$ cat config.mk
export PLATFORM = sky130hd
export DESIGN_NAME = irq_flag_reg
export DESIGN_NICKNAME = d
export VERILOG_FILES = /design/src/rtl/irqf_pkg.sv /design/src/rtl/irqf_pin_edge.sv /design/src/rtl/irqf_flag_cell.sv /design/src/rtl/irq_flag_reg.sv
export SDC_FILE = /design/constraint.sdc
export NUM_CORES = 1
export LEC_CHECK = 0
export CORE_MARGIN = 2
export CORE_UTILIZATION = 45
export CTS_BUF_LIST = sky130_fd_sc_hd__clkbuf_2
export CTS_CLUSTER_SIZE = 10
export DETAILED_ROUTE_END_ITERATION = 8
export DONT_BUFFER_PORTS = 1
export PLACE_DENSITY_LB_ADDON = 0.12
export SETUP_SLACK_MARGIN = 0.02
export SLEW_MARGIN = 20
export SYNTH_ARGS = -nofsm -noshare
export SYNTH_HDL_FRONTEND = slang
export SYNTH_HIERARCHICAL = 1
export SYNTH_SLANG_ARGS = --single-unit
$ cat constraint.sdc
create_clock -name clk -period 1.05 [get_ports clk]
set_input_delay 0.21 -clock clk [delete_from_list [all_inputs] [get_ports clk]]
set_output_delay 0.21 -clock clk [all_outputs]
set_load 0.02 [all_outputs]
$ cat src/rtl/irqf_pkg.sv
package irqf_pkg;
   localparam int REG_W   = 8;
   localparam int TMR_BIT = 7;
   localparam int SER_BIT = 6;
   localparam int RSV_BIT = 5;
   localparam int NUM_IRQ = 5;
   localparam logic [REG_W-1:0] RSV_MASK = REG_W'(1) << RSV_BIT;
   localparam logic [REG_W-1:0] IRQ_MASK = ~RSV_MASK;
endpackage

$ cat src/rtl/irqf_pin_edge.sv
module irqf_pin_edge #(
   parameter int SYNC_STAGES = 2
) (
   input  logic clk,
   input  logic rst_n,
   input  logic pin,
   input  logic mode_en,
   input  logic rise_sel,
   output logic edge_hit
);
   localparam int TOP = SYNC_STAGES - 1;

   generate
      if (SYNC_STAGES < 2) begin : g_bad_sync
         $error("SYNC_STAGES must be at least 2");
      end
   endgenerate

   logic [TOP:0] sync_q;
   logic         prev_q;
   logic         lvl;

   always_ff @(posedge clk or negedge rst_n) begin
      if (!rst_n) begin
         sync_q <= '0;
         prev_q <= 1'b0;
      end else begin
         sync_q <= {sync_q[TOP-1:0], pin};
         prev_q <= sync_q[TOP];
      end
   end

   assign lvl = sync_q[TOP];

   always_comb begin
      if (!mode_en)
         edge_hit = 1'b0;
      else if (rise_sel)
         edge_hit = lvl & ~prev_q;
      else
         edge_hit = ~lvl & prev_q;
   end
endmodule

$ cat src/rtl/irqf_flag_cell.sv
module irqf_flag_cell (
   input  logic clk,
   input  logic rst_n,
   input  logic set_evt,
   input  logic clr_req,
   output logic flag_q
);
   always_ff @(posedge clk or negedge rst_n) begin
      if (!rst_n)
         flag_q <= 1'b0;
      else if (set_evt)
         flag_q <= 1'b1;
      else if (clr_req)
         flag_q <= 1'b0;
   end

   assert_set_wins_R10: assert property (@(posedge clk) disable iff (!rst_n)
      set_evt |=> flag_q);
   assert_clear_R4: assert property (@(posedge clk) disable iff (!rst_n)
      (clr_req && !set_evt) |=> !flag_q);
   assert_sticky_R11: assert property (@(posedge clk) disable iff (!rst_n)
      (flag_q && !clr_req) |=> flag_q);
   assert_no_spurious_R5: assert property (@(posedge clk) disable iff (!rst_n)
      (!flag_q && !set_evt) |=> !flag_q);
endmodule

$ cat src/rtl/irq_flag_reg.sv
module irq_flag_reg #(
   parameter int               ADDR_W      = 4,
   parameter logic [ADDR_W-1:0] REG_ADDR   = 4'h3,
   parameter int               SYNC_STAGES = 2
) (
   input  logic              clk,
   input  logic              rst_n,
   input  logic [ADDR_W-1:0] bus_addr,
   input  logic              bus_wr,
   input  logic [7:0]        bus_wdata,
   output logic [7:0]        bus_rdata,
   input  logic              tmr_ovf_pulse,
   input  logic              ser_done_pulse,
   input  logic [4:0]        irq_pin,
   input  logic [4:0]        pin_irq_mode,
   input  logic [4:0]        pin_rise_sel,
   input  logic [7:0]        flag_en,
   output logic              irq_out
);
   import irqf_pkg::*;

   generate
      if (REG_W != 8 || NUM_IRQ != 5 || RSV_BIT <= NUM_IRQ - 1) begin : g_bad_layout
         $error("register layout parameters are inconsistent");
      end
      if (ADDR_W < 1) begin : g_bad_addr
         $error("ADDR_W must be positive");
      end
   endgenerate

   logic             sel_hit;
   logic             wr_hit;
   logic [REG_W-1:0] set_vec;
   logic [REG_W-1:0] clr_vec;
   logic [REG_W-1:0] flag_q;
   logic [NUM_IRQ-1:0] pin_edge;
   logic             rsv_unused;

   assign sel_hit = (bus_addr == REG_ADDR);
   assign wr_hit  = sel_hit & bus_wr;
   assign clr_vec = {REG_W{wr_hit}} & ~bus_wdata;

   genvar gi;
   generate
      for (gi = 0; gi < NUM_IRQ; gi++) begin : g_pin
         irqf_pin_edge #(.SYNC_STAGES(SYNC_STAGES)) u_edge (
            .clk      (clk),
            .rst_n    (rst_n),
            .pin      (irq_pin[gi]),
            .mode_en  (pin_irq_mode[gi]),
            .rise_sel (pin_rise_sel[gi]),
            .edge_hit (pin_edge[gi])
         );

         assert_mode_gate_R9: assert property (@(posedge clk) disable iff (!rst_n)
            (!pin_irq_mode[gi] && !flag_q[gi]) |=> !flag_q[gi]);
      end
   endgenerate

   always_comb begin
      set_vec                 = '0;
      set_vec[NUM_IRQ-1:0]    = pin_edge;
      set_vec[TMR_BIT]        = tmr_ovf_pulse;
      set_vec[SER_BIT]        = ser_done_pulse;
   end

   generate
      for (gi = 0; gi < REG_W; gi++) begin : g_bit
         if (gi == RSV_BIT) begin : g_rsv
            assign flag_q[gi] = 1'b1;
         end else begin : g_flag
            irqf_flag_cell u_cell (
               .clk     (clk),
               .rst_n   (rst_n),
               .set_evt (set_vec[gi]),
               .clr_req (clr_vec[gi]),
               .flag_q  (flag_q[gi])
            );
         end
      end
   endgenerate

   assign rsv_unused = set_vec[RSV_BIT] ^ clr_vec[RSV_BIT];

   assign bus_rdata = sel_hit ? flag_q : '0;
   assign irq_out   = |(flag_q & flag_en & IRQ_MASK);

   assert_reserved_one_R3: assert property (@(posedge clk) disable iff (!rst_n)
      sel_hit |-> bus_rdata[RSV_BIT]);
   assert_timer_set_R6: assert property (@(posedge clk) disable iff (!rst_n)
      tmr_ovf_pulse |=> (sel_hit -> bus_rdata[TMR_BIT]) && flag_q[TMR_BIT]);
   assert_irq_mask_R12: assert property (@(posedge clk) disable iff (!rst_n)
      (flag_en[4:0] == 5'b0 && flag_en[7:6] == 2'b0) |-> !irq_out);
endmodule

* Word-level counts from Yosys, hierarchy flattened
Index checks and enable logic that the tools add are counted. Widths: inputs -> output; s select.
Storage, ports and cells: register bits after elaboration 22, output and inout bits 9, word-level logic and storage cells 75
Cells by class: equality and inequality tests 1, multiplexer cells 25, bitwise gates (word level) 24, reductions and logical operators 8
Operators with widths (count):
- $mux 1 | 24
- $and 8x8->8 | 2
- $reduce_bool 2->1 | 7
- $and 1x1->1 | 11
- $not 1->1 | 10
- $mux 8 | 1
- $not 8->8 | 1
- $reduce_or 7->1 | 1
- $eq 4x2->1 const B | 1

* Logic depth before layout (Yosys ltp)
depth in word-level cells 5, mapped depth 5, gate-level depth less buffers 4

* Cells and area by module
Netlist, hierarchy kept.
Modules (own cells, without submodules):
- irqf_pin_edge | times used 5, cells each 6, area an instance 98.8 um^2, sequential area each 75.1 um^2
- irqf_flag_cell | times used 7, cells each 3, area an instance 36.3 um^2, sequential area each 25.0 um^2
- irq_flag_reg | times used 1, cells each 23, area an instance 147.6 um^2, sequential area each 0.0 um^2

* Worst setup path before layout
OpenSTA, ideal clock, no wires.
kind reg-to-output, start reg g_bit[4].g_flag.u_cell.flag_q, end out irq_out, arrival time 0.888 ns, data required time 0.840 ns, path slack -0.048 ns, cell stages (with the launch flop) 3, buffers on the path 0, cells stage by stage dfrtp_1 > a222oi_1 > nand3_1
On the way: cells in the longest elaborated chain, start to end 2
Ends and longest elaborated chain:
- start, declared | line irqf_flag_cell.sv:6 | output logic flag_q
- start signal, assigned | line irqf_flag_cell.sv:10 | flag_q <= 1'b0;
- start signal, assigned | line irqf_flag_cell.sv:12 | flag_q <= 1'b1;
- start signal, assigned | line irqf_flag_cell.sv:14 | flag_q <= 1'b0;
- $and 8x8->8 | line irq_flag_reg.sv:86 | assign irq_out = |(flag_q & flag_en & IRQ_MASK);
- $reduce_or 7->1 | line irq_flag_reg.sv:86
- end, declared | line irq_flag_reg.sv:18 | output logic irq_out
Every way passes these cells.

* Final worst setup path
Ends and elaborated chain as after synthesis.

==> summary.txt <==
Placement
  – PortBufs: 0
  – Post-DP HPWL: 1.16 mm
  – Routability cong.: 0.692
  – Cell area after placement: 960 um2
  – Cells after DPL: 105
  – Pre-CTS WS: -0.0616 ns

Floorplan
  – Initial Util: 46.6%
  – IO Pins: 49
  – Die area: 0.00236 mm2
  – DIE WIDTH: 48.6 um
  – Core area: 0.00192 mm2
  – Num rows: 16
  – Chip height: 48.6 um

Synth
  – Synth area leader: dfrtp_1
  – Leading post-synthesis cells by cell area: dfrtp_1 61%, nand4bb_1 7.5%, a21o_1 5.9%
  – Most used flip-flop cell after synthesis: dfrtp_1
  – Post-Syn Nets: 114
  – Syn Inst Count: 74
  – EDFF count, synth: 0
  – Sequential-to-total area share from yosys stat: 61.5%
  – Synth warn: 6
  – Cell area after synthesis: 896 um2
  – Share of the synthesized area in the top cell type: 61.5%
  – Synth async-reset ratio: 100%
  – Yosys reg bits: 22
  – Syn avg cell area: 12.1 um2
  – Top cells by count, synth: 22 x dfrtp_1, 8 x inv_1, 7 x a21o_1, 7 x and2_1, 7 x nor3_1
  – Distinct cells, synth: 13
  – Most frequent cell after synthesis: dfrtp_1

Hold path
  – Hold crit path type: primary input to register

Clock tree
  – CTS root buf: clkbuf_2
  – Max clock buf depth: 2
  – H-tree depth: 1
  – Clock Latency Late Sink: 0.30 ns
  – Count of clock tree sinks: 22
  – CTS tree: built
  – CTS clk-pin slew, worst paths: 0.19 ns
  – Total CTS buffers: 3

Drt
  – WL final: 1.80 mm
  – DR DRC count: 0
  – Post-DRT Antenna Nets: 0
  – WL/cell: 14.7 um
  – Via density: 5.21
  – Vias: 641
  – Starting DRT DRC Count: 4
  – DR pass1 iterations: 4

Global route
  – Pin count of the biggest net entering global routing: 23
  – Vias in the first global route: 592
  – First-pass GRT wire length: 2.74 mm
  – GRT overflow: 0
  – Initial antenna violation count: 0
  – Tot GR Track Use: 15.3%

Worst setup path
  – CP max stage cell: dfrtp_1
  – Critical Path Fanout Max: 2
  – Startpoint types: register
  – Worst path bufs/invs: 0
  – Kind of critical path: register to output port
  – Worst path required time: 0.84 ns
  – CP Cell Sequence: a222oi_1, nand3_1
  – Biggest cell delay along the critical path: 0.41 ns
  – WP data arrival: 1.35 ns
  – CP endpoint kind: output port
  – Crit-path leading delay family: flip-flops

Layout
  – Area delta synth->final: 26.5%
  – Design Area, Final: 0.00113 mm2
  – Ratio of cells with drive above 1 in the final layout: 24.0%
  – N_diodes: 0
  – Non-filler cells, final: 123
  – Fin nets: 137

STA
  – Worst Tran Pin Value: 0.473 ns
  – Max_slew headroom: 68.5%
  – # setup viols final: 8
  – Period utilisation layout: 149%
  – Worst Setup Slack, final: -0.515 ns
  – Layout Skew: 0.000349 ns
  – WHS: 0.0726 ns
  – Tmin final: 1.56 ns
  – FMAX: 639 MHz
  – RSZ-0062 raised after global routing: true
  – Max Slew Vio Count: 0
  – Hold Vio Cnt, Final: 0
  – TNS Setup: -1.39 ns

Outcome
  – Failing checks: setup timing
  – Status: finished, violations left

Power and ir drop
  – Leakage: 0.480 nW
  – Clock network power share: 22.2%
  – Psw: 0.329 mW
  – Pwr Density: 1240 mW/mm2
  – Share of power burned in combinational logic: 11.7%
  – Maximum VDD drop: 0.000906 V
  – Sequential Power Share: 66.1%
  – Net Sw Frac: 23.4%
  – Cell-internal power: 1.08 mW

Run
  – Maxcap violations: 0
==> power groups by stage <==
stage / sequential (mW) / clock (mW) / combinational [mW]
after global routing: 0.937 / 0.363 / 0.180
after detailed placement: 0.942 / 0 / 0.100
after CTS: 0.927 / 0.337 / 0.149
final: 0.928 / 0.312 / 0.164
after global placement: 0.939 / 0 / 0.0981
after floorplan: 0.934 / 0 / 0.0753
==> layout make-up <==
class | count | area, um2
Clock inverter | 1 | 3.75
Inverter | 9 | 38.8
Multi-Input combinational cell | 41 | 309
Tap cell | 27 | 33.8
Timing Repair Buffer | 20 | 183
Fill cell | 165 | 788
Sequential cell | 22 | 551
Clock buffer | 3 | 15.0
==> cells by family after synthesis <==
family | synth area share, %
AND/OR/NAND/NOR | 23.9
buffers and inverters | 6.01
AO/OA/AOI/OAI | 8.66
flip-flops | 61.5
==> cells in the final DEF (no fill, tap or decap) <==
master,instances
inv_1,8
dfrtp_1,22
dlygate4sd3_1,8
nand2_1,5
nand3_1,1
buf_4,7
nand4bb_1,6
clkinv_4,1
clkinv_1,1
clkbuf_2,3
a22oi_1,2
a222oi_1,1
nor3_1,7
nand4b_1,5
buf_2,1
buf_6,4
a21o_1,7
and2_4,7
==> state kept, by name (all words and copies together) (netlist names) <==
register / flops
g_bit.g_flag.u_cell/flag_q: 7
g_pin.u_edge/prev_q: 5
g_pin.u_edge/sync_q: 10
==> what timing repair did <==
item	in CTS	in global routing
endpoints found under the hold margin	29	22
endpoints found under the setup margin	8	9
gates resized for setup	12	6
hold buffers	8	1
pin swaps	0	1
setup buffers	1	5
==> final timing paths <==
| path | from | to | slack, ns | depth (start not counted) |
|---|---|---|---|---|
| worst max register to register | g_bit[6].g_flag.u_cell/flag_q$_DFFE_PN0P_ | g_bit[6].g_flag.u_cell/flag_q$_DFFE_PN0P_ | 0.05 | 4 |
| max in group asynchronous | rst_n | g_pin[4].u_edge/sync_q[1]$_DFF_PN0_ | 0.37 | 2 |
| worst max-delay path | g_bit[4].g_flag.u_cell/flag_q$_DFFE_PN0P_ | irq_out | -0.51 | 2 |
| worst min-delay path | bus_wdata[2] | g_bit[2].g_flag.u_cell/flag_q$_DFFE_PN0P_ | 0.07 | 3 |
| worst min register to register | g_pin[4].u_edge/sync_q[0]$_DFF_PN0_ | g_pin[4].u_edge/sync_q[1]$_DFF_PN0_ | 0.37 | 0 |
| min in group asynchronous | rst_n | g_pin[1].u_edge/sync_q[0]$_DFF_PN0_ | 0.35 | 2 |
==> layer usage <==
metal | track usage [%] | share of wire, % | vias up
li1 | - | - | 302
met1 | 19.5 | 41 | 301
met2 | 24.2 | 48 | 34
met3 | 3.40 | 9.5 | 4
met4 | 8.57 | 2.2 | 0
met5 | 0 | 0 | -
==> worst reg2reg max path: stages (launching register included) <==
cell     delay, ns
dfrtp_1       0.43
buf_6         0.12
buf_4         0.12
buf_6         0.11
a21o_1        0.14
==> stage by stage <==
stage               util (%)  total power [mW]
floorplan                  -              1.01
global placement        49.9              1.04
detailed placement      49.9              1.04
CTS                     56.5              1.41
global route            59.0              1.48
finish                  59.0              1.40
Note: power is estimated with default switching activity, not from simulation.
